### config.mk
export PLATFORM = sky130hd
export DESIGN_NAME = evt_out_updater
export DESIGN_NICKNAME = d
export VERILOG_FILES = /design/src/rtl/evt_out_pkg.sv /design/src/rtl/evt_out_ctrl.sv /design/src/rtl/evt_out_dpath.sv /design/src/rtl/evt_out_updater.sv
export SDC_FILE = /design/constraint.sdc
export NUM_CORES = 1
export LEC_CHECK = 0
export ABC_AREA = 1
export BUFFER_PORTS_ARGS = -buffer_cell sky130_fd_sc_hd__buf_2
export CORE_MARGIN = 1
export CORE_UTILIZATION = 58
export CTS_BUF_LIST = sky130_fd_sc_hd__clkbuf_16
export CTS_CLUSTER_DIAMETER = 200
export DETAILED_ROUTE_END_ITERATION = 10
export GPL_TIMING_DRIVEN = 0
export PLACE_DENSITY_LB_ADDON = 0.05
export SETUP_SLACK_MARGIN = 0.3
export SLEW_MARGIN = 25
export SYNTH_ARGS = -nofsm -noshare
export SYNTH_HDL_FRONTEND = slang
export SYNTH_SLANG_ARGS = --single-unit
### constraint.sdc
create_clock -name clk -period 1.6 [get_ports clk]
set_input_delay 0.16 -clock clk [delete_from_list [all_inputs] [get_ports clk]]
set_output_delay 0.16 -clock clk [all_outputs]
set_load 0.03 [all_outputs]
### src/rtl/evt_out_pkg.sv
package evt_out_pkg;

  typedef enum logic [1:0] {
    MODE_EOF    = 2'b00,
    MODE_SYNC0  = 2'b01,
    MODE_SYNC1  = 2'b10,
    MODE_WDTRIG = 2'b11
  } updMode_e;

  // strobes from control to datapath
  typedef struct packed {
    logic acceptFrame;  // frame ended correct: staged bytes become eligible
    logic dropFrame;    // frame ended corrupt: staged bytes restored
    logic commit;       // load eligible data into the output register
  } updStrobe_t;

endpackage

### src/rtl/evt_out_ctrl.sv
module evt_out_ctrl
  import evt_out_pkg::*;
(
  input  logic       clk,
  input  logic       rstN,
  input  logic       wrEn,
  input  logic       frameEnd,
  input  logic       frameOk,
  input  logic [1:0] syncIn,
  input  logic       wdOk,
  input  logic [1:0] mode,
  output updStrobe_t strb,
  output logic       outValid
);

  logic [1:0] syncPrev;
  logic [1:0] syncRise;
  logic       frameHit;
  logic       updEvent;
  logic       fire;
  updMode_e   modeSel;

  assign modeSel = updMode_e'(mode);

  // previous sync level follows the pins even during reset, so a level
  // already high at reset release is not taken as a leading edge
  always_ff @(posedge clk) begin
    syncPrev <= syncIn;
  end

  for (genvar s = 0; s < 2; s++) begin : g_edge
    assign syncRise[s] = syncIn[s] & ~syncPrev[s];
  end

  // remembers that the current frame wrote at least one output byte
  always_ff @(posedge clk) begin
    if (!rstN) begin
      frameHit <= 1'b0;
    end else if (frameEnd) begin
      frameHit <= 1'b0;
    end else if (wrEn) begin
      frameHit <= 1'b1;
    end
  end

  always_comb begin
    unique case (modeSel)
      MODE_EOF:    updEvent = frameEnd;
      MODE_SYNC0:  updEvent = syncRise[0];
      MODE_SYNC1:  updEvent = syncRise[1];
      MODE_WDTRIG: updEvent = frameEnd & frameOk & (frameHit | wrEn);
      default:     updEvent = 1'b0;
    endcase
  end

  assign fire = updEvent & wdOk;

  always_comb begin
    strb.acceptFrame = frameEnd & frameOk;
    strb.dropFrame   = frameEnd & ~frameOk;
    strb.commit      = fire;
  end

  always_ff @(posedge clk) begin
    if (!rstN) begin
      outValid <= 1'b0;
    end else begin
      outValid <= fire;
    end
  end

endmodule

### src/rtl/evt_out_dpath.sv
module evt_out_dpath
  import evt_out_pkg::*;
#(
  parameter int BYTES = 4,
  localparam int DW = BYTES * 8,
  localparam int AW = (BYTES > 1) ? $clog2(BYTES) : 1
) (
  input  logic          clk,
  input  logic          rstN,
  input  logic          wrEn,
  input  logic [AW-1:0] wrAddr,
  input  logic [7:0]    wrData,
  input  updStrobe_t    strb,
  input  logic          outEn,
  output logic [DW-1:0] dout
);

  logic [DW-1:0] frameBuf;     // bytes staged by the frame in progress
  logic [DW-1:0] goodBuf;      // data of the last accepted frame
  logic [DW-1:0] committed;    // value behind the pins
  logic [DW-1:0] mergedFrame;  // staged bytes with this cycle's write applied
  logic [DW-1:0] goodNext;

  for (genvar b = 0; b < BYTES; b++) begin : g_lane
    assign mergedFrame[b*8 +: 8] =
      (wrEn && (wrAddr == AW'(b))) ? wrData : frameBuf[b*8 +: 8];
  end

  assign goodNext = strb.acceptFrame ? mergedFrame : goodBuf;

  always_ff @(posedge clk) begin
    if (!rstN) begin
      frameBuf  <= '0;
      goodBuf   <= '0;
      committed <= '0;
    end else begin
      frameBuf <= strb.dropFrame ? goodBuf : mergedFrame;
      goodBuf  <= goodNext;
      if (strb.commit) begin
        committed <= goodNext;
      end
    end
  end

  assign dout = outEn ? committed : '0;

endmodule

### src/rtl/evt_out_updater.sv
module evt_out_updater
  import evt_out_pkg::*;
#(
  parameter int BYTES = 4,
  localparam int DW = BYTES * 8,
  localparam int AW = (BYTES > 1) ? $clog2(BYTES) : 1
) (
  input  logic          clk,
  input  logic          rstN,
  input  logic          wrEn,
  input  logic [AW-1:0] wrAddr,
  input  logic [7:0]    wrData,
  input  logic          frameEnd,
  input  logic          frameOk,
  input  logic          sync0,
  input  logic          sync1,
  input  logic          wdOk,
  input  logic          outEn,
  input  logic [1:0]    mode,
  output logic [DW-1:0] dout,
  output logic          outValid
);

  updStrobe_t strb;

  evt_out_ctrl u_ctrl (
    .clk      (clk),
    .rstN     (rstN),
    .wrEn     (wrEn),
    .frameEnd (frameEnd),
    .frameOk  (frameOk),
    .syncIn   ({sync1, sync0}),
    .wdOk     (wdOk),
    .mode     (mode),
    .strb     (strb),
    .outValid (outValid)
  );

  evt_out_dpath #(.BYTES(BYTES)) u_dpath (
    .clk    (clk),
    .rstN   (rstN),
    .wrEn   (wrEn),
    .wrAddr (wrAddr),
    .wrData (wrData),
    .strb   (strb),
    .outEn  (outEn),
    .dout   (dout)
  );

endmodule

==> results.yml <==
placement:
  hpwl_mm: 8.47
  numPortBuffers: 53
  gp_congestion: 0.832
  post_dp_cell_area_sq_um: 5140
  dp_cells: 886
sta:
  finalMaxSlewViolations: 0
  worst_pin_slew_ns: 0.575
  fmax_mhz: 738
  fin_crit_sh_pct: 84.7
  fin_crit_ns: 1.35
  final.setup.tns_ns: 0
  hold_viol: 0
  rsz0062_at_grt: "yes"
  setup_viol: 0
  relSlewSlack_pct: 61.7
  holdWs_ns: 0.0463
  skew_ns: 0.00831
finish:
  drive_gt1_share_pct: 16.2
  area_growth_pct: 17.6
  fin_cells: 906
  layout.nets: 820
  fillers: 701
  multi_input_area_sq_um: 2100
  seqCellArea_sq_um: 2000
  utilization_pct: 71.5
  post-route-cell-area_sq_um: 5580
  diodes: 0
grt:
  grt.overflow.total: 0
  grt_pass1_wl_mm: 19.4
  grt_pass1_vias: 4268
  antenna_found_initial: 0
  grt_max_degree: 16
  grt_usage_pct: 29.2
floorplan:
  io_pins: 54
  dieArea_sq_um: 8550
  start_util_pct: 60.8
  dieHeight_microns: 92.5
  core_sq_um: 7810
  die_x_microns: 92.5
  rows: 32
worst_setup_path:
  endpoint_kind: "flop"
  cp.arrival_ns: 1.59
  path_common_cell: "nor2_1"
  crit_slowest_cell: "dfxtp_2"
  startpoint_type: "flop"
  required_ns: 1.84
  cp_cell_sequence: "inv_2, nand2_2, nor2_1, nor2_1, nor2_1, nand2_2, buf_8, buf_6, nor2_2, nor2_1"
  slowest_delay_ns: 0.32
  critPathKind: "flop to flop"
  crit_path_max_fanout: 10
logic_synthesis:
  synth_xor_area_share_pct: 0
  ys_ff_latch: 100
  synth_compound_area_share_pct: 10.8
  synthSimpleGateAreaFrac_pct: 31.7
  syn_inst: 731
  synth.distinct_cells: 23
  synth_area_sq_um: 4750
  muxShareOfSynthArea_pct: 0
  syn-num-nets: 752
  yosys_warnings: 0
  synth.avg_cell_area_sq_um: 6.49
  synth_top_family_by_area: "simple AND/OR/NAND/NOR gates"
  synth_fa_ha_area_share_pct: 0
  synth-seq-area-share_pct: 42.2
clock_tree:
  clk_latency_ns: 0.34
  cts-root-buf: "clkbuf_16"
  htree_levels: 3
  cts_max_path_buffers: 2
  clk_pin_slew_ns: 0.07
  cts_tree: "yes"
  cts.sinks: 100
  numCtsBuffers: 9
power_and_ir_drop:
  leakage_nw: 3.31
  ir_drop_uv: 690
  power_density_nw_per_um2: 1030
flow_run:
  cap_violations: 0
routing:
  drt-initial-drc-count: 296
  routed-via-count: 4529
  drtAntennaViolNets: 0
  totalWireLength_mm: 11.7
  wl_per_cell_microns: 13.0
  post-route-drc-count: 0
  vias_per_cell: 5.00
  first_pass_iters: 7
worst_hold_path:
  hold_class: "input pin to flop"
run_status:
  status: "complete, no violations"
-- per-stage QoR --
step | power [mW] | setup WS, ns
after floorplan | 3.39 | 0.438
after global placement | 3.59 | 0.00338
after detailed placement | 3.62 | 0.00940
after CTS | 5.75 | 0.261
after global routing | 6.02 | 0.145
final | 5.76 | 0.245
-- metal layers --
metal | up-vias | global-route usage (%) | wire [microns]
met4 | 0 | 12.1 | 378
met3 | 31 | 6.32 | 672
met5 | - | 0 | 0
met2 | 152 | 50.6 | 5570
met1 | 2024 | 34.9 | 5120
li1 | 2322 | - | -
-- worst paths after layout --
kind | cells past startpoint | startpoint | slack (ns) | end
max | 10 | u_ctrl.syncPrev[1] | 0.25 | u_dpath.committed[15]
min | 2 | frameEnd | 0.05 | u_ctrl.frameHit
max reg2reg | 10 | u_ctrl.syncPrev[1] | 0.25 | u_dpath.committed[15]
min reg2reg | 2 | u_dpath.goodBuf[1] | 0.48 | u_dpath.frameBuf[1]
-- final cells by class --
class,count,share of cell area [%]
clock inverter,7,1.08
sequential,100,35.9
timing repair buffer,57,5.45
multi-input combinational,455,37.6
tap,102,2.29
inverter,140,9.42
clock buffer,9,4.04
buffer,36,4.26
-- cells by family (layout without fill, tap and decap cells) --
logic type	count (synthesis)	in the layout
and+or+nand+nor	374	374
DFF	100	100
AOI/OAI and AO/OA	81	81
buffers and inverters	176	249
-- sequential cells by signal, indices dropped and copies added (netlist names) --
signal	count
u_ctrl.frameHit	1
u_ctrl.outValid	1
u_ctrl.syncPrev	2
u_dpath.committed	32
u_dpath.frameBuf	32
u_dpath.goodBuf	32
-- worst max-delay path: cells and delay by family, from the launching register on --
kind	cells	cell delay, ns
AND/OR/NAND/NOR	7	0.57
flip-flops	1	0.32
buffers and inverters	3	0.36
-- power by group --
| part | internal, mW | switching [mW] | leakage (nW) | total (mW) |
|---|---|---|---|---|
| Sequential | 2.64 | 0.0598 | 0.820 | 2.70 |
| Combinational | 0.319 | 0.616 | 2.34 | 0.935 |
| Clock | 1.19 | 0.928 | 0.149 | 2.12 |
| Total | 4.16 | 1.60 | 3.31 | 5.76 |
-- cell usage in the layout (no fill, tap or decap), drive strengths merged --
master / instances
and2: 8
inv: 142
nor2: 73
buf: 73
bufinv: 1
a21oi: 25
dfxtp: 100
o21ai: 24
nand3: 27
o211ai: 24
nand2: 258
clkbuf: 27
clkinv: 4
dlygate4sd3: 2
nand4: 8
o21bai: 8
-- synthesized netlist by cell type --
cell	count	area share, %
nand3_1	26	2.7
a21oi_1	25	2.6
inv_2	4	0.32
nor2_1	70	5.5
nor2_4	1	0.24
o211ai_1	24	3.8
nor2_2	2	0.26
inv_1	136	11
o21ai_2	7	1.3
dfxtp_1	100	42
buf_4	5	0.79
nand2_1	255	20
o21ai_0	8	0.84
o21bai_1	8	1.3
and2_1	8	1.1
buf_6	6	1.4
nand3_2	1	0.21
clkbuf_1	19	1.5
o21ai_1	9	0.95
buf_2	5	0.53
buf_1	1	0.079
nand2_2	3	0.40
nand4_1	8	1.1
-- what timing repair did --
| action | in CTS | in global routing |
|---|---|---|
| cloned | 0 | 0 |
| setup endpoints to repair | 33 | 48 |
| hold endpoints to repair | 2 | 0 |
| pin swaps | 1 | 1 |
| hold buffers | 2 | 0 |
| resized for setup | 27 | 19 |
| setup buffers | 2 | 0 |
(Power assumes the default switching activity.)
